--- src/rtl/dqe_pkg.sv ---
package dqe_pkg;
   localparam int unsigned WORD_W   = 32;
   localparam int unsigned OWN_BIT  = 0;
   localparam int unsigned SKIP_BIT = 2;
   localparam int unsigned IRQ_BIT  = 7;

   typedef enum logic [3:0] {
      ST_OFF, ST_FREQ, ST_FCAP, ST_EVAL, ST_MOVE,
      ST_WB_LEN, ST_WB_CTL, ST_NEXT, ST_PARK, ST_HALT
   } eng_state_e;

   typedef enum logic [1:0] {
      MV_IDLE, MV_RD, MV_CAP, MV_PUSH
   } mv_state_e;

   function automatic int unsigned len_width(int unsigned ext);
      return (ext != 0) ? 20 : 16;
   endfunction
endpackage

--- src/rtl/dqe_desc_view.sv ---
module dqe_desc_view
   import dqe_pkg::*;
#(
   parameter int unsigned EXT_LAYOUT = 0,
   parameter int unsigned AW         = 36,
   parameter int unsigned LEN_W      = 16
) (
   input  logic [WORD_W-1:0] ctl,
   input  logic [WORD_W-1:0] nxt,
   input  logic [WORD_W-1:0] bufp,
   input  logic [WORD_W-1:0] info,
   output logic              own,
   output logic              skip,
   output logic              irq,
   output logic [LEN_W-1:0]  xfer_len,
   output logic [AW-1:0]     next_ptr,
   output logic [AW-1:0]     buf_ptr,
   output logic [WORD_W-1:0] ctl_wb,
   output logic [WORD_W-1:0] info_wb
);
   localparam int unsigned HI_W = AW - WORD_W;

   logic [3:0] nxt_hi4;
   logic [3:0] buf_hi4;

   // the layout parameter picks where the high address nibbles sit
   if (EXT_LAYOUT != 0) begin : g_ext
      assign nxt_hi4 = ctl[31:28];
      assign buf_hi4 = ctl[27:24];
   end else begin : g_leg
      assign nxt_hi4 = ctl[23:20];
      assign buf_hi4 = ctl[19:16];
   end

   assign own      = ctl[OWN_BIT];
   assign skip     = ctl[SKIP_BIT];
   assign irq      = ctl[IRQ_BIT];
   assign xfer_len = info[LEN_W-1:0];
   assign next_ptr = {nxt_hi4[HI_W-1:0], nxt};
   assign buf_ptr  = {buf_hi4[HI_W-1:0], bufp};
   assign ctl_wb   = ctl & ~(WORD_W'(1) << OWN_BIT);
   assign info_wb  = {info[WORD_W-1:LEN_W], xfer_len};
endmodule

--- src/rtl/dqe_beat_mover.sv ---
module dqe_beat_mover
   import dqe_pkg::*;
#(
   parameter int unsigned AW    = 36,
   parameter int unsigned LEN_W = 16
) (
   input  logic              clk,
   input  logic              rst_n,
   input  logic              go,
   input  logic [AW-1:0]     base_addr,
   input  logic [LEN_W-1:0]  nbytes,
   input  logic              stop_req,
   output logic              rd_req,
   output logic [AW-1:0]     rd_addr,
   input  logic [WORD_W-1:0] rd_data,
   output logic [WORD_W-1:0] tx_data,
   output logic              tx_valid,
   output logic              tx_last,
   input  logic              tx_ready,
   output logic              fin
);
   localparam int unsigned CNT_W = LEN_W - 1;

   mv_state_e         mst;
   logic [AW-1:0]     addr;
   logic [CNT_W-1:0]  left;
   logic [WORD_W-1:0] data_q;
   logic [LEN_W:0]    padded;

   assign padded = {1'b0, nbytes} + (LEN_W+1)'(3);

   always_ff @(posedge clk or negedge rst_n) begin
      if (!rst_n) begin
         mst    <= MV_IDLE;
         addr   <= '0;
         left   <= '0;
         data_q <= '0;
         fin    <= 1'b0;
      end else begin
         fin <= 1'b0;
         case (mst)
            MV_IDLE: if (go) begin
               addr <= base_addr;
               left <= padded[LEN_W:2];
               mst  <= MV_RD;
            end
            MV_RD:  mst <= MV_CAP;
            MV_CAP: begin
               data_q <= rd_data;
               mst    <= MV_PUSH;
            end
            MV_PUSH: if (tx_ready) begin
               addr <= addr + AW'(4);
               left <= left - CNT_W'(1);
               if (left == CNT_W'(1) || stop_req) begin
                  mst <= MV_IDLE;
                  fin <= 1'b1;
               end else begin
                  mst <= MV_RD;
               end
            end
            default: mst <= MV_IDLE;
         endcase
      end
   end

   assign rd_req   = (mst == MV_RD);
   assign rd_addr  = addr;
   assign tx_data  = data_q;
   assign tx_valid = (mst == MV_PUSH);
   assign tx_last  = (mst == MV_PUSH) && (left == CNT_W'(1));

   // a presented beat waits for the sink without changing
   p_beat_hold_r3 : assert property (@(posedge clk) disable iff (!rst_n)
      (tx_valid && !tx_ready) |=> (tx_valid && $stable(tx_data)));
   // a new transfer is only launched into an idle mover
   p_go_idle_r3 : assert property (@(posedge clk) disable iff (!rst_n)
      go |-> (mst == MV_IDLE));
endmodule

--- src/rtl/dq_ring_engine.sv ---
module dq_ring_engine
   import dqe_pkg::*;
#(
   parameter int unsigned EXT_LAYOUT = 0,
   parameter int unsigned AW         = 36
) (
   input  logic              clk,
   input  logic              rst_n,
   input  logic              cmd_start,
   input  logic              cmd_stop,
   input  logic              cmd_resume,
   input  logic [AW-1:0]     start_addr,
   output logic              q_active,
   output logic [AW-1:0]     cur_ptr,
   output logic              mem_req,
   output logic              mem_we,
   output logic [AW-1:0]     mem_addr,
   output logic [WORD_W-1:0] mem_wdata,
   input  logic [WORD_W-1:0] mem_rdata,
   output logic [WORD_W-1:0] tx_data,
   output logic              tx_valid,
   input  logic              tx_ready,
   output logic              tx_last,
   input  logic              link_cserr,
   output logic              evt_done,
   output logic              evt_lenerr,
   output logic              evt_cserr
);
   localparam int unsigned LEN_W = len_width(EXT_LAYOUT);

   if (AW <= WORD_W || AW > WORD_W + 4) begin : g_bad_aw
      $error("AW must be between 33 and 36");
   end
   if (EXT_LAYOUT > 1) begin : g_bad_layout
      $error("EXT_LAYOUT must be 0 or 1");
   end

   eng_state_e        st;
   logic [1:0]        widx;
   logic [WORD_W-1:0] w_ctl, w_nxt, w_buf, w_info;
   logic              stop_q, err_q;

   logic              d_own, d_skip, d_irq;
   logic [LEN_W-1:0]  d_len;
   logic [AW-1:0]     d_next, d_buf;
   logic [WORD_W-1:0] d_ctl_wb, d_info_wb;

   logic              mv_go, mv_rd, mv_fin;
   logic [AW-1:0]     mv_addr;

   dqe_desc_view #(.EXT_LAYOUT(EXT_LAYOUT), .AW(AW), .LEN_W(LEN_W)) u_view (
      .ctl(w_ctl), .nxt(w_nxt), .bufp(w_buf), .info(w_info),
      .own(d_own), .skip(d_skip), .irq(d_irq), .xfer_len(d_len),
      .next_ptr(d_next), .buf_ptr(d_buf),
      .ctl_wb(d_ctl_wb), .info_wb(d_info_wb)
   );

   assign mv_go = (st == ST_EVAL) && d_own && !d_skip && (d_len != '0);

   dqe_beat_mover #(.AW(AW), .LEN_W(LEN_W)) u_mover (
      .clk(clk), .rst_n(rst_n), .go(mv_go), .base_addr(d_buf),
      .nbytes(d_len), .stop_req(err_q || stop_q),
      .rd_req(mv_rd), .rd_addr(mv_addr), .rd_data(mem_rdata),
      .tx_data(tx_data), .tx_valid(tx_valid), .tx_last(tx_last),
      .tx_ready(tx_ready), .fin(mv_fin)
   );

   always_ff @(posedge clk or negedge rst_n) begin
      if (!rst_n) begin
         stop_q <= 1'b0;
         err_q  <= 1'b0;
      end else begin
         if (st == ST_OFF)    stop_q <= 1'b0;
         else if (cmd_stop)   stop_q <= 1'b1;
         if (st != ST_MOVE)   err_q <= 1'b0;
         else if (link_cserr) err_q <= 1'b1;
      end
   end

   always_ff @(posedge clk or negedge rst_n) begin
      if (!rst_n) begin
         st      <= ST_OFF;
         widx    <= '0;
         cur_ptr <= '0;
         w_ctl   <= '0;
         w_nxt   <= '0;
         w_buf   <= '0;
         w_info  <= '0;
      end else begin
         case (st)
            ST_OFF: if (cmd_start) begin
               cur_ptr <= start_addr;
               widx    <= '0;
               st      <= ST_FREQ;
            end
            ST_FREQ: st <= stop_q ? ST_OFF : ST_FCAP;
            ST_FCAP: begin
               case (widx)
                  2'd0:    w_ctl  <= mem_rdata;
                  2'd1:    w_nxt  <= mem_rdata;
                  2'd2:    w_buf  <= mem_rdata;
                  default: w_info <= mem_rdata;
               endcase
               if (widx == 2'd3) begin
                  st <= ST_EVAL;
               end else begin
                  widx <= widx + 2'd1;
                  st   <= ST_FREQ;
               end
            end
            ST_EVAL: begin
               if (!d_own)             st <= ST_PARK;
               else if (d_skip)        st <= ST_WB_CTL;
               else if (d_len == '0)   st <= ST_HALT;
               else                    st <= ST_MOVE;
            end
            ST_MOVE: if (mv_fin) begin
               if (err_q)       st <= ST_HALT;
               else if (stop_q) st <= ST_OFF;
               else             st <= ST_WB_LEN;
            end
            ST_WB_LEN: st <= ST_WB_CTL;
            ST_WB_CTL: st <= ST_NEXT;
            ST_NEXT: begin
               cur_ptr <= d_next;
               widx    <= '0;
               st      <= ST_FREQ;
            end
            ST_PARK, ST_HALT: begin
               if (stop_q) begin
                  st <= ST_OFF;
               end else if (cmd_resume) begin
                  widx <= '0;
                  st   <= ST_FREQ;
               end
            end
            default: st <= ST_OFF;
         endcase
      end
   end

   always_comb begin
      mem_req   = 1'b0;
      mem_we    = 1'b0;
      mem_addr  = mv_addr;
      mem_wdata = d_ctl_wb;
      case (st)
         ST_FREQ: begin
            mem_req  = !stop_q;
            mem_addr = cur_ptr + AW'({widx, 2'b00});
         end
         ST_MOVE: mem_req = mv_rd;
         ST_WB_LEN: begin
            mem_req   = 1'b1;
            mem_we    = 1'b1;
            mem_addr  = cur_ptr + AW'(12);
            mem_wdata = d_info_wb;
         end
         ST_WB_CTL: begin
            mem_req  = 1'b1;
            mem_we   = 1'b1;
            mem_addr = cur_ptr;
         end
         default: ;
      endcase
   end

   assign q_active   = (st != ST_OFF);
   assign evt_done   = (st == ST_NEXT) && d_irq;
   assign evt_lenerr = (st == ST_EVAL) && d_own && !d_skip && (d_len == '0);
   assign evt_cserr  = (st == ST_MOVE) && mv_fin && err_q;

   // an inactive queue neither touches memory nor sends beats
   p_quiet_off_r10 : assert property (@(posedge clk) disable iff (!rst_n)
      !q_active |-> (!mem_req && !tx_valid));
   // activation always starts from the programmed address
   p_start_ptr_r2 : assert property (@(posedge clk) disable iff (!rst_n)
      $rose(q_active) |-> (cur_ptr == $past(start_addr)));
   // completion follows the ownership-release write
   p_done_after_release_r6 : assert property (@(posedge clk) disable iff (!rst_n)
      evt_done |-> $past(mem_req && mem_we && !mem_wdata[OWN_BIT]));
   // a halted queue holds the failing descriptor pointer
   p_halt_holds_ptr_r7 : assert property (@(posedge clk) disable iff (!rst_n)
      (st == ST_HALT) |=> $stable(cur_ptr));
   // at most one event per cycle
   p_one_event_r6 : assert property (@(posedge clk) disable iff (!rst_n)
      $onehot0({evt_done, evt_lenerr, evt_cserr}));
endmodule

--- config.mk ---
export PLATFORM = sky130hd
export DESIGN_NAME = dq_ring_engine
export DESIGN_NICKNAME = d
export VERILOG_FILES = /design/src/rtl/dqe_pkg.sv /design/src/rtl/dqe_desc_view.sv /design/src/rtl/dqe_beat_mover.sv /design/src/rtl/dq_ring_engine.sv
export SDC_FILE = /design/constraint.sdc
export NUM_CORES = 1
export LEC_CHECK = 0
export ABC_AREA = 1
export BUFFER_PORTS_ARGS = -buffer_cell sky130_fd_sc_hd__buf_2
export CORE_AREA = 2 2 157 159
export CTS_CLUSTER_DIAMETER = 200
export DETAILED_ROUTE_END_ITERATION = 12
export DIE_AREA = 0 0 159 161
export PLACE_DENSITY = 0.84
export SYNTH_ARGS = -nofsm -noshare
export SYNTH_HDL_FRONTEND = slang
export SYNTH_SLANG_ARGS = --single-unit
--- constraint.sdc ---
create_clock -name clk -period 10.15 [get_ports clk]
set_input_delay 1.5225 -clock clk [delete_from_list [all_inputs] [get_ports clk]]
set_output_delay 1.5225 -clock clk [all_outputs]
set_load 0.005 [all_outputs]
==> reports/qor.json, run 1 <==
{
  "status": "complete, no violations",
  "groute.usage.overall": 0.359,
  "firstDrtPassIters": 6,
  "synth-simple-area-share": 0.300,
  "fin_nets": 2272,
  "report.final.slew_viol_count": 0,
  "initial_core_util": 0.599,
  "synth-seq-area-share": 0.450,
  "pwr_density_cell_nw_per_um2": 344,
  "cts_inserted_buffers": 28,
  "post-layout-total-power_w": 0.00568,
  "gr-total-overflow": 0,
  "layout-drive-gt1-share": 0.140,
  "fp.dieW_um": 159,
  "power.switching_w": 0.00255,
  "core_region_area_um2": 24000,
  "ys_types": 42,
  "detail_route.wirelength_um": 46700,
  "finish.instance_area_um2": 16500,
  "min_path_cells": 2,
  "critPathKind": "reg2out",
  "largest_family_of_logic_cells_by_synthesized_area": "simple AND/OR/NAND/NOR gates",
  "seq_power_share": 0.357,
  "finalSetupViolations": 0,
  "hpwl_um": 33900,
  "yosys-mux-area-fraction": 0,
  "max-slew-margin-rel": 0.270,
  "achievable-frequency_mhz": 161,
  "tritoncts_num_sinks": 258,
  "place_worst_setup_slack_ns": 4.67,
  "number_of_global_route_vias_before_repair": 13400,
  "tritoncts": "built",
  "global_route.peak_usage_layer": "met2",
  "clkPwrFrac": 0.196,
  "endpoint_kind": "primary output",
  "antenna_found_initial": 0,
  "synthesis_warning_total": 0,
  "final.period_utilization": 0.611,
  "detail-route-antenna-nets": 0,
  "worstMarginPinSlew_ns": 1.09,
  "h-tree-depth": 1,
  "worst_ep_arrival_time_ns": 4.68,
  "placedInstanceArea_um2": 15500,
  "timing.final.hold_violations": 0,
  "timing.final.crit_period_ns": 6.20,
  "leak_nw": 8.64,
  "sw_frac_of_total": 0.449,
  "timing.critical_path.from_type": "register",
  "cts_setup_buffers": 0,
  "most-common-layout-cells": "sky130_fd_sc_hd__nand2_1 (676), sky130_fd_sc_hd__dfrtp_1 (258), sky130_fd_sc_hd__o21ai_0 (241)",
  "worst_ir_drop_vdd_mv": 0.210,
  "routed-via-count": 14600,
  "dieHeight_um": 161,
  "numPortBuffers": 218,
  "worstPathMaxFanout": 39,
  "layout_setup_ws_ns": 3.95,
  "syn-cell-area_um2": 14300,
  "initialDrtViolationCount": 1763,
  "insertion_delay_ns": 0.55,
  "clk_pin_slew_ns": 0.06,
  "internal_power_w": 0.00313,
  "globalRouteMet2Util": 0.575,
  "rows": 57,
  "syn-instance-count": 2008,
  "cts.root.buffer_cell": "sky130_fd_sc_hd__clkbuf_16",
  "m3_gr_usage": 0.0596,
  "m1_gr_usage": 0.508,
  "yosys.area_share.adder": 0.0136,
  "final_common_cell": "sky130_fd_sc_hd__nand2_1",
  "grt_max_degree": 118,
  "rsz0062_at_grt": "no",
  "r2r_cells": 5,
  "clock_tree.buffer_depth": 3,
  "clock_skew_after_layout_ns": 0.0182,
  "synth_nets": 2098,
  "synth_xor_area_frac": 0.00427,
  "whs_ns": 0.481,
  "cts-resized-gates": 0,
  "drc_errors": 0,
  "worst-endpoint-required_ns": 8.63,
  "syn2layout_area_growth_pct": 15.3,
  "average_size_of_a_mapped_cell_um2": 7.14,
  "synth-seq-cells": 258,
  "count_of_inserted_antenna_diode_cells": 0,
  "die_area_um2": 25600,
  "comb_power_share": 0.447,
  "drt-wirelength-per-cell_um": 18.5,
  "tns_ns": 0,
  "max_cap_viol_count": 0,
  "top_level_ports": 219,
  "global_route_wire_length_before_repair_um": 73200,
  "place_congestion": 0.977,
  "postCtsHoldBufs": 0,
  "hold_path_class": "reg2reg",
  "via_cell_ratio": 5.80,
  "synth-compound-area-share": 0.145
}
[through the flow]
step,utilization,instances
6_report,0.690,2524
5_1_grt,0.690,2524
4_1_cts,0.690,2524
3_5_place_dp,0.648,2476
3_3_place_gp,0.648,2476
2_1_floorplan,-,2008
[critical path, stage by stage, from the launching register on]
cell and delay (ns):
sky130_fd_sc_hd__dfrtp_1 0.45, sky130_fd_sc_hd__inv_1 0.15, sky130_fd_sc_hd__nand2_1 0.12, sky130_fd_sc_hd__nor2_2 0.83, sky130_fd_sc_hd__inv_1 0.10, sky130_fd_sc_hd__buf_4 0.29
sky130_fd_sc_hd__nand2_1 0.20, sky130_fd_sc_hd__ha_1 0.20, sky130_fd_sc_hd__inv_1 0.06, sky130_fd_sc_hd__fa_1 0.42, sky130_fd_sc_hd__inv_1 0.10, sky130_fd_sc_hd__nand3_1 0.10
sky130_fd_sc_hd__nor2_1 0.36, sky130_fd_sc_hd__inv_1 0.12, sky130_fd_sc_hd__nor2_1 0.21, sky130_fd_sc_hd__nand2_1 0.08, sky130_fd_sc_hd__nand2_1 0.06, sky130_fd_sc_hd__nand3_1 0.07
sky130_fd_sc_hd__nand3_1 0.10, sky130_fd_sc_hd__buf_2 0.11
[area by class of cell]
| cell class | instances | area [um^2] |
|---|---|---|
| sequential | 258 | 6460 |
| tap | 324 | 405 |
| inverter | 223 | 837 |
| multi-input combinational | 1444 | 6660 |
| fill | 2079 | 7430 |
| clock inverter | 9 | 176 |
| timing repair buffer | 227 | 1170 |
| clock buffer | 39 | 833 |
[registers in the layout (all words and copies together) (netlist names)]
signal	flops
w_info	32
u_mover.mst	2
cur_ptr	36
st	4
u_mover.rd_addr	36
u_mover.tx_data	32
w_ctl	32
u_mover.left	15
u_mover.fin	1
w_buf	32
stop_q	1
err_q	1
w_nxt	32
widx	2
[worst paths after layout]
check                          startpoint                  end  slack, ns
min in group asynchronous           rst_n          cur_ptr[24]       1.02
setup / recovery                    st[3]         mem_addr[32]       3.95
max in group asynchronous           rst_n  u_mover.rd_addr[33]       7.61
hold / removal                   w_nxt[7]             w_nxt[7]       0.48
setup reg to reg           u_mover.mst[1]      u_mover.left[9]       7.40
hold reg to reg                  w_nxt[7]             w_nxt[7]       0.48
[Yosys cell counts (all sizes together)]
cell / instances / area share
nor2: 171 / 0.050
xnor2: 3 / 0.0018
a211oi: 1 / 0.00052
ha: 14 / 0.012
o22ai: 9 / 0.0039
a31o: 1 / 0.00061
o21a: 1 / 0.00052
nor3: 21 / 0.0080
o221ai: 11 / 0.0067
xor2: 4 / 0.0024
nand2: 684 / 0.18
nand4: 18 / 0.0079
and3: 1 / 0.00044
fa: 1 / 0.0014
clkinv: 1 / 0.00026
o21ai: 263 / 0.092
a21oi: 47 / 0.017
and2: 1 / 0.00044
inv: 222 / 0.058
dfrtp: 258 / 0.45
or2: 3 / 0.0013
nand3b: 8 / 0.0044
buf: 32 / 0.015
clkbuf: 51 / 0.014
o21bai: 9 / 0.0047
nand3: 135 / 0.047
o211ai: 38 / 0.020
[power by group through the flow]
| stage | clock [W] | sequential [W] | combinational (W) |
|---|---|---|---|
| after floorplan | 0 | 0.00187 | 0.00169 |
| after global routing | 0.00116 | 0.00208 | 0.00286 |
| after global placement | 0 | 0.00200 | 0.00242 |
| after CTS | 0.00112 | 0.00200 | 0.00251 |
| final | 0.00111 | 0.00203 | 0.00254 |
| after detailed placement | 0 | 0.00201 | 0.00249 |
[routing by layer]
metal  vias up  routed length, um
met3       105               4560
li1       6809                  -
met1      6900              19300
met2       824              21400
met4         0               1400
met5         -                  0
[kinds of logic after synthesis]
kind of cell / after synthesis
AND/OR/NAND/NOR: 1042
AO/OA/AOI/OAI: 380
buffers and inverters: 306
flip-flops: 258
adder cells (fa/ha/maj): 15
XOR/XNOR: 7
Note: power is estimated with default switching activity, not from simulation.
==> run 2: changes to the inputs <==
--- a/config.mk
+++ b/config.mk
@@ -5,13 +5,13 @@
 export SDC_FILE = /design/constraint.sdc
 export NUM_CORES = 1
 export LEC_CHECK = 0
-export ABC_AREA = 1
+export ABC_AREA = 0
 export BUFFER_PORTS_ARGS = -buffer_cell sky130_fd_sc_hd__buf_2
-export CORE_AREA = 2 2 157 159
+export CORE_AREA = 2 2 167 169
 export CTS_CLUSTER_DIAMETER = 200
 export DETAILED_ROUTE_END_ITERATION = 12
-export DIE_AREA = 0 0 159 161
-export PLACE_DENSITY = 0.84
+export DIE_AREA = 0 0 169 171
+export PLACE_DENSITY = 0.76
 export SYNTH_ARGS = -nofsm -noshare
 export SYNTH_HDL_FRONTEND = slang
 export SYNTH_SLANG_ARGS = --single-unit
==> constraint.sdc (replaced) <==
create_clock -name clk -period 5.4 [get_ports clk]
set_input_delay 0.81 -clock clk [delete_from_list [all_inputs] [get_ports clk]]
set_output_delay 0.81 -clock clk [all_outputs]
set_load 0.005 [all_outputs]
==> run 2 against run 1 <==
Worst hold slack worse by 0.15 ns. Synthesized area is 3.5% lower. Critical path type unchanged. Die area is 13% higher.
==> reports/qor.json, run 2 <==
{
  "fin_util": {"value": 0.590, "change": "was 0.690"},
  "initial_core_util": {"value": 0.507, "change": "was 0.599"},
  "syn2layout_area_growth": {"value": 16.5, "unit": "%", "change": "was 15.3%"},
  "h-tree-depth": {"value": 1, "change": "unchanged"},
  "detail_route.wirelength": {"value": 43000, "unit": "um", "change": "was 46,700 um"},
  "endpoint_kind": {"value": "primary output", "change": "unchanged"},
  "global_route_wire_length_before_repair": {"value": 66000, "unit": "um", "change": "was 73,200 um"},
  "syn-cell-area": {"value": 13800, "unit": "um^2", "change": "was 14,300 um^2"},
  "finalSetupViolations": {"value": 0, "change": "unchanged"},
  "fp.dieW": {"value": 169, "unit": "um", "change": "was 159 um"},
  "r2r_end": {"value": "cur_ptr[26]", "change": "was u_mover.left[9]"},
  "number_of_global_route_vias_before_repair": {"value": 11300, "change": "was 13.4k"},
  "groute.usage.overall": {"value": 0.293, "change": "was 0.359"},
  "syn-instance-count": {"value": 1319, "change": "was 2,008"},
  "timing.final.hold_violations": {"value": 0, "change": "unchanged"},
  "critical_path.reg2reg.startpoint": {"value": "st[3]", "change": "was u_mover.mst[1]"},
  "tns": {"value": 0, "unit": "ns", "change": "unchanged"},
  "cts_setup_buffers": {"value": 0, "change": "unchanged"},
  "cts-resized-gates": {"value": 0, "change": "unchanged"},
  "worstPathMaxFanout": {"value": 16, "change": "was 39"},
  "rsz0062_at_grt": {"value": "no", "change": "unchanged"},
  "hold_path_class": {"value": "in2async", "change": "was reg2reg"},
  "dieHeight": {"value": 171, "unit": "um", "change": "was 161 um"},
  "pwr_density_cell": {"value": 654, "unit": "nW/um^2", "change": "was 344 nW/um^2"},
  "critPathLaunch": {"value": "st[2]", "change": "was st[3]"},
  "initialDrtViolationCount": {"value": 1297, "change": "was 1,763"},
  "worst-endpoint-required": {"value": 4.59, "unit": "ns", "change": "was 8.63 ns"},
  "synth_top_flop_cell": {"value": "sky130_fd_sc_hd__dfrtp_1", "change": "unchanged"},
  "synth-seq-area-share": {"value": 0.466, "change": "was 0.450"},
  "final.period_utilization": 0.918,
  "rows": {"value": 61, "change": "was 57"},
  "place_worst_setup_slack": {"value": 1.08, "unit": "ns", "change": "was 4.67 ns"},
  "firstDrtPassIters": {"value": 6, "change": "unchanged"},
  "clk_pin_slew": {"value": 0.06, "unit": "ns", "change": "about the same"},
  "r2r_cells": {"value": 5, "change": "unchanged"},
  "detail-route-antenna-nets": {"value": 0, "change": "unchanged"},
  "rrSetupSlack": {"value": 2.36, "unit": "ns", "change": "was 7.40 ns"},
  "via_cell_ratio": {"value": 6.40, "change": "was 5.80"},
  "max_cap_viol_count": {"value": 0, "change": "unchanged"},
  "synth-seq-cells": {"value": 258, "change": "unchanged"},
  "worst_ep_arrival_time": {"value": 4.15, "unit": "ns", "change": "was 4.68 ns"},
  "most-common-layout-cells": {"value": "sky130_fd_sc_hd__dfrtp_1 (258), sky130_fd_sc_hd__buf_2 (217), sky130_fd_sc_hd__mux2_2 (195)", "change": "was sky130_fd_sc_hd__nand2_1 (676), sky130_fd_sc_hd__dfrtp_1 (258), sky130_fd_sc_hd__o21ai_0 (241)"},
  "ys_types": {"value": 79, "change": "was 42"},
  "synthesis_warning_total": {"value": 0, "change": "unchanged"},
  "routed-via-count": {"value": 11900, "change": "was 14.6k"},
  "report.final.slew_viol_count": {"value": 0, "change": "unchanged"},
  "core_region_area": {"value": 27300, "unit": "um^2", "change": "was 24,000 um^2"},
  "synth_top_area_share": {"value": 0.466, "change": "was 0.450"},
  "numPortBuffers": {"value": 218, "change": "unchanged"},
  "synth_most_common_cell": {"value": "sky130_fd_sc_hd__dfrtp_1", "change": "was sky130_fd_sc_hd__nand2_1"},
  "tritoncts": {"value": "built", "change": "unchanged"},
  "cts_inserted_buffers": {"value": 28, "change": "unchanged"},
  "ys_async_sr_fraction": {"value": 1.00, "change": "unchanged"},
  "synth_top_cells_by_count": {"value": "sky130_fd_sc_hd__dfrtp_1 (258), sky130_fd_sc_hd__mux2_2 (195), sky130_fd_sc_hd__nand2_1 (132)", "change": "was sky130_fd_sc_hd__nand2_1 (677), sky130_fd_sc_hd__dfrtp_1 (258), sky130_fd_sc_hd__o21ai_0 (241)"},
  "layout_setup_ws": {"value": 0.440, "unit": "ns", "change": "was 3.95 ns"},
  "timing.final.crit_period_ns": 4.96,
  "hpwl": {"value": 30100, "unit": "um", "change": "was 33,900 um"},
  "final_common_cell": {"value": "sky130_fd_sc_hd__dfrtp_1", "change": "was sky130_fd_sc_hd__nand2_1"},
  "postCtsHoldBufs": {"value": 0, "change": "unchanged"},
  "netlist_top_cells_area": {"value": "sky130_fd_sc_hd__dfrtp_1 (47%), sky130_fd_sc_hd__mux2_2 (16%), sky130_fd_sc_hd__nand2_1 (3.6%)", "change": "was sky130_fd_sc_hd__dfrtp_1 (45%), sky130_fd_sc_hd__nand2_1 (18%), sky130_fd_sc_hd__o21ai_0 (8.4%)"},
  "timing.critical_path.from_type": {"value": "register", "change": "unchanged"},
  "tritoncts_num_sinks": {"value": 258, "change": "unchanged"},
  "antenna_found_initial": {"value": 1, "change": "was 0"},
  "cts.root.buffer_cell": {"value": "sky130_fd_sc_hd__clkbuf_16", "change": "unchanged"},
  "average_size_of_a_mapped_cell": {"value": 10.5, "unit": "um^2", "change": "was 7.14 um^2"},
  "worstMarginPinSlew": {"value": 1.17, "unit": "ns", "change": "was 1.09 ns"},
  "place_congestion": {"value": 0.928, "change": "was 0.977"},
  "clock_tree.buffer_depth": {"value": 3, "change": "unchanged"},
  "max-slew-margin-rel": {"value": 0.217, "change": "was 0.270"},
  "worst_ir_drop_vdd": {"value": 0.308, "unit": "mV", "change": "was 0.210 mV"},
  "drt-wirelength-per-cell": {"value": 23.0, "unit": "um", "change": "was 18.5 um"},
  "critPathKind": {"value": "reg2out", "change": "unchanged"},
  "synth_nets": {"value": 1409, "change": "was 2,098"},
  "insertion_delay": {"value": 0.56, "unit": "ns", "change": "was 0.55 ns"},
  "leak": {"value": 7.23, "unit": "nW", "change": "was 8.64 nW"},
  "achievable-frequency_mhz": 202,
  "gr-total-overflow": {"value": 0, "change": "unchanged"},
  "top_level_ports": {"value": 219, "change": "unchanged"},
  "clock_skew_after_layout": {"value": 0.0139, "unit": "ns", "change": "was 0.0182 ns"},
  "grt_max_degree": {"value": 121, "change": "was 118"},
  "synth_edf_count": {"value": 0, "change": "unchanged"},
  "layout-drive-gt1-share": {"value": 0.329, "change": "was 0.140"},
  "fin_nets": {"value": 1593, "change": "was 2,272"},
  "synth_area_leader_cell": {"value": "sky130_fd_sc_hd__dfrtp_1", "change": "unchanged"},
  "status": {"value": "complete, no violations", "change": "unchanged"},
  "drc_errors": {"value": 0, "change": "unchanged"},
  "die_area": {"value": 28900, "unit": "um^2", "change": "was 25,600 um^2"}
}
==> run 2: cell types whose count changed after synthesis, sizes merged, moves of 15 or more <==
cell and change:
nand2 -552, nor2 -114, a21oi -15, mux2i +37
nor4 +30, o22ai +17, o21ai -186, nand3 -78
o211ai -29, mux2 +195, and4 +20, inv -201
==> run 2: cell type report <==
class	count	area (um^2)
antenna	1	2.50
timing repair buffer	239	1270
inverter	22	82.6
fill	2253	11200
multi-input combinational	954	6980
tap	346	433
sequential	258	6460
clock inverter	8	120
clock buffer	37	786
==> run 2: worst max-delay path, cell delays in order, from the launching register on <==
cell and delay (ns):
sky130_fd_sc_hd__dfrtp_1 0.60, sky130_fd_sc_hd__nor4bb_4 0.39, sky130_fd_sc_hd__or2_2 0.16, sky130_fd_sc_hd__ha_1 0.15
sky130_fd_sc_hd__inv_1 0.06, sky130_fd_sc_hd__fa_1 0.41, sky130_fd_sc_hd__nand3b_1 0.21, sky130_fd_sc_hd__nor4_2 0.29
sky130_fd_sc_hd__buf_4 0.26, sky130_fd_sc_hd__nand3_1 0.28, sky130_fd_sc_hd__or4_1 0.56, sky130_fd_sc_hd__nand3_1 0.09
sky130_fd_sc_hd__buf_2 0.12
==> run 2: worst max-delay path by stage <==
stage	cells after the start	to
floorplan	13	mem_addr[30]
global placement	12	mem_addr[30]
detailed placement	12	mem_addr[34]
CTS	12	mem_addr[34]
global route	12	mem_addr[30]
finish	12	mem_addr[34]
==> run 2: report_power, final <==
part	leakage, nW	internal [W]	switching, W
logic	3.73	0.00213	0.00253
clock network	0.439	0.00115	0.000780
registers	3.06	0.00288	0.00108
total	7.23	0.00616	0.00439
==> run 2: kinds of logic after synthesis <==
kind of cell	count (synthesis)	synth area share
XOR/XNOR	12	0.00759
AO/OA/AOI/OAI	253	0.123
multiplexers	232	0.185
AND/OR/NAND/NOR	442	0.171
adder cells (fa/ha/maj)	15	0.0141
flip-flops	258	0.466
buffers and inverters	107	0.0325
==> run 2: layer usage <==
metal	track usage	up-vias	wire length [um]
li1	-	5308	-
met1	0.416	5906	17900
met2	0.455	619	19900
met3	0.0465	101	3720
met4	0.107	0	1440
met5	0	-	0
==> run 2: stage by stage <==
stage          total power, W  cells  instance area (um^2)  hold slack [ns]
5_1_grt                0.0112   1865                 16100            0.439
6_report               0.0105   1865                 16100            0.332
3_3_place_gp          0.00835   1819                 15200            0.464
2_1_floorplan         0.00666   1319                 13800            0.453
4_1_cts                0.0105   1864                 16100            0.389
3_5_place_dp          0.00854   1819                 15200            0.471
==> run 3: changes to the inputs <==
--- a/config.mk
+++ b/config.mk
@@ -11,7 +11,7 @@
 export CTS_CLUSTER_DIAMETER = 200
 export DETAILED_ROUTE_END_ITERATION = 12
 export DIE_AREA = 0 0 169 171
-export PLACE_DENSITY = 0.76
+export PLACE_DENSITY = 0.86
 export SYNTH_ARGS = -nofsm -noshare
 export SYNTH_HDL_FRONTEND = slang
 export SYNTH_SLANG_ARGS = --single-unit
==> run 3 against run 2 <==
Largest power group unchanged. Highest routed layer unchanged. Flip-flop and latch count is the same. Sequential power about the same. Register-to-register slack worse by 0.20 ns. Critical path type unchanged.
==> reports/qor.json, run 3 (synthesis gave the netlist of run 2 again) <==
{
  "layout-drive-gt1-share": {"value": 0.331, "change": "was 0.329"},
  "postCtsHoldBufs": {"value": 0, "change": "unchanged"},
  "cts_inserted_buffers": {"value": 27, "change": "was 28"},
  "timing.final.hold_violations": {"value": 0, "change": "unchanged"},
  "clock_skew_after_layout": {"value": 0.0230, "unit": "ns", "change": "was 0.0139 ns"},
  "worstMarginPinSlew": {"value": 1.17, "unit": "ns", "change": "about the same"},
  "via_cell_ratio": {"value": 6.53, "change": "was 6.40"},
  "worst_ep_arrival_time": {"value": 4.30, "unit": "ns", "change": "was 4.15 ns"},
  "total_placed_cells_including_tap_cells": {"value": 1821, "change": "was 1,819"},
  "worst_ir_drop_vdd": {"value": 0.423, "unit": "mV", "change": "was 0.308 mV"},
  "max-slew-margin-rel": {"value": 0.214, "change": "was 0.217"},
  "max_cap_viol_count": {"value": 0, "change": "unchanged"},
  "cp_num_buf_inv": {"value": 4, "change": "was 3"},
  "grt_max_degree": {"value": 117, "change": "was 121"},
  "fin_cells": {"value": 1870, "change": "was 1,865"},
  "r2r_end": {"value": "cur_ptr[25]", "change": "was cur_ptr[26]"},
  "critPathLaunch": {"value": "st[1]", "change": "was st[2]"},
  "tritoncts": {"value": "built", "change": "unchanged"},
  "insertion_delay": {"value": 0.55, "unit": "ns", "change": "was 0.56 ns"},
  "gr-total-overflow": {"value": 0, "change": "unchanged"},
  "cts.root.buffer_cell": {"value": "sky130_fd_sc_hd__clkbuf_16", "change": "unchanged"},
  "longest_individual_stage_delay_on_the_worst_path": {"value": 0.57, "unit": "ns", "change": "was 0.60 ns"},
  "pwr_density_cell": {"value": 655, "unit": "nW/um^2", "change": "was 654 nW/um^2"},
  "area.sequential": {"value": 6460, "unit": "um^2", "change": "about the same"},
  "status": {"value": "complete, no violations", "change": "unchanged"},
  "rrSetupSlack": {"value": 2.16, "unit": "ns", "change": "was 2.36 ns"},
  "count_of_inserted_antenna_diode_cells": {"value": 0, "change": "was 1"},
  "critPathKind": {"value": "reg2out", "change": "unchanged"},
  "dieHeight": {"value": 171, "unit": "um", "change": "unchanged"},
  "rsz0062_at_grt": {"value": "no", "change": "unchanged"},
  "initial_core_util": {"value": 0.507, "change": "unchanged"},
  "finalSetupViolations": {"value": 0, "change": "unchanged"},
  "timing.critical_path.from_type": {"value": "register", "change": "unchanged"},
  "nFillCells": {"value": 2255, "change": "was 2,253"},
  "global_route_wire_length_before_repair": {"value": 67800, "unit": "um", "change": "was 66,000 um"},
  "worstPathMaxFanout": {"value": 16, "change": "unchanged"},
  "drc_errors": {"value": 0, "change": "unchanged"},
  "die_area": {"value": 28900, "unit": "um^2", "change": "unchanged"},
  "report.final.slew_viol_count": {"value": 0, "change": "unchanged"},
  "detail-route-antenna-nets": {"value": 0, "change": "unchanged"},
  "placedInstanceArea": {"value": 15200, "unit": "um^2", "change": "about the same"},
  "hold_path_class": {"value": "in2async", "change": "unchanged"},
  "detail_route.wirelength": {"value": 44200, "unit": "um", "change": "was 43,000 um"},
  "cts-resized-gates": {"value": 0, "change": "unchanged"},
  "core_region_area": {"value": 27300, "unit": "um^2", "change": "unchanged"},
  "achievable-frequency": {"value": 196, "unit": "MHz", "change": "was 202 MHz"},
  "timing.final.crit_period": {"value": 5.11, "unit": "ns", "change": "was 4.96 ns"},
  "fin_nets": {"value": 1594, "change": "was 1,593"},
  "routed-via-count": {"value": 12200, "change": "was 11.9k"},
  "fp.dieW": {"value": 169, "unit": "um", "change": "unchanged"},
  "syn2layout_area_growth": {"value": 16.5, "unit": "%", "change": "unchanged"},
  "fin_util": {"value": 0.590, "change": "unchanged"},
  "hpwl": {"value": 31100, "unit": "um", "change": "was 30,100 um"},
  "tns": {"value": 0, "unit": "ns", "change": "unchanged"},
  "final_common_cell": {"value": "sky130_fd_sc_hd__dfrtp_1", "change": "unchanged"},
  "antenna_found_initial": {"value": 0, "change": "was 1"},
  "finish.instance_area": {"value": 16100, "unit": "um^2", "change": "unchanged"},
  "drt-wirelength-per-cell": {"value": 23.6, "unit": "um", "change": "was 23.0 um"},
  "final.period_utilization": {"value": 0.946, "change": "was 0.918"},
  "h-tree-depth": {"value": 1, "change": "unchanged"},
  "cts_setup_buffers": {"value": 0, "change": "unchanged"},
  "critical_path.reg2reg.startpoint": {"value": "st[3]", "change": "unchanged"},
  "number_of_global_route_vias_before_repair": {"value": 11700, "change": "was 11.3k"},
  "crit_path_end": {"value": "mem_addr[34]", "change": "unchanged"},
  "clk_pin_slew": {"value": 0.06, "unit": "ns", "change": "about the same"},
  "multiInputGateArea": {"value": 6970, "unit": "um^2", "change": "was 6980 um^2"},
  "leak": {"value": 7.23, "unit": "nW", "change": "about the same"},
  "crit_family": {"value": "simple AND/OR/NAND/NOR gates", "change": "unchanged"},
  "tritoncts_num_sinks": {"value": 258, "change": "unchanged"},
  "r2r_cells": {"value": 5, "change": "unchanged"},
  "worst-endpoint-required": {"value": 4.59, "unit": "ns", "change": "about the same"},
  "cp_slowest_cell": {"value": "sky130_fd_sc_hd__dfrtp_1", "change": "unchanged"},
  "worstSetupPathDepth": {"value": 13, "change": "was 12"},
  "rows": {"value": 61, "change": "unchanged"},
  "worstPathCellList": {"value": "nor4bb_4 -> buf_4 -> or2_2 -> ha_1 -> inv_1 -> fa_1 -> nand3b_1 -> nor4_2 -> buf_4 -> nand3_1 -> or4_1 -> nand3_1 -> buf_2", "change": "was nor4bb_4 -> or2_2 -> ha_1 -> inv_1 -> fa_1 -> nand3b_1 -> nor4_2 -> buf_4 -> nand3_1 -> or4_1 -> nand3_1 -> buf_2"},
  "firstDrtPassIters": {"value": 6, "change": "unchanged"},
  "groute.usage.overall": {"value": 0.301, "change": "was 0.293"},
  "most-common-layout-cells": {"value": "sky130_fd_sc_hd__dfrtp_1 (256), sky130_fd_sc_hd__buf_2 (217), sky130_fd_sc_hd__mux2_2 (195)", "change": "was sky130_fd_sc_hd__dfrtp_1 (258), sky130_fd_sc_hd__buf_2 (217), sky130_fd_sc_hd__mux2_2 (195)"},
  "place_congestion": {"value": 0.907, "change": "was 0.928"},
  "top_level_ports": {"value": 219, "change": "unchanged"},
  "endpoint_kind": {"value": "primary output", "change": "unchanged"},
  "initialDrtViolationCount": {"value": 1375, "change": "was 1,297"},
  "numPortBuffers": {"value": 218, "change": "unchanged"},
  "clock_tree.buffer_depth": {"value": 3, "change": "unchanged"}
}
-- run 3: power breakdown --
group,internal [W],switching (W),leakage [nW]
Clock,0.00110,0.000782,0.436
Sequential,0.00288,0.00111,3.06
Combinational,0.00213,0.00256,3.74
Total,0.00611,0.00445,7.23
-- run 3: stage by stage --
stage / total power [W] / worst slack (ns) / hold WS (ns)
2_1_floorplan: 0.00666 / 1.18 / 0.453
3_3_place_gp: 0.00834 / 0.992 / 0.472
3_5_place_dp: 0.00858 / 0.928 / 0.480
4_1_cts: 0.0105 / 0.326 / 0.365
5_1_grt: 0.0112 / 0.00925 / 0.403
6_report: 0.0106 / 0.294 / 0.329
-- run 3: worst min path at each step --
stage	startpoint	to	slack, ns	depth (start not counted)
after floorplan	w_buf[11]	u_mover.rd_addr[11]	0.45	1
after CTS	rst_n	w_nxt[25]	0.37	1
final	rst_n	cur_ptr[27]	0.33	1
after global routing	rst_n	w_nxt[27]	0.40	1
after detailed placement	w_buf[28]	u_mover.rd_addr[28]	0.48	1
after global placement	w_buf[28]	u_mover.rd_addr[28]	0.47	1
-- run 3: cell type report --
type	count	share of cell area
multi-input cells	954	0.432
flip-flops and latches	258	0.400
repair buffers	241	0.0798
clock buffers	39	0.0484
well taps	346	0.0268
clock inverters	10	0.00698
inverters	22	0.00512
-- run 3: per-layer routing --
metal	part of all wire	global-route usage	wire length (um)	vias up
met4	0.046	0.138	2040	0
met1	0.40	0.414	17700	6050
met5	0	0	0	-
met3	0.097	0.0585	4310	148
li1	-	-	-	5306
met2	0.46	0.465	20100	707
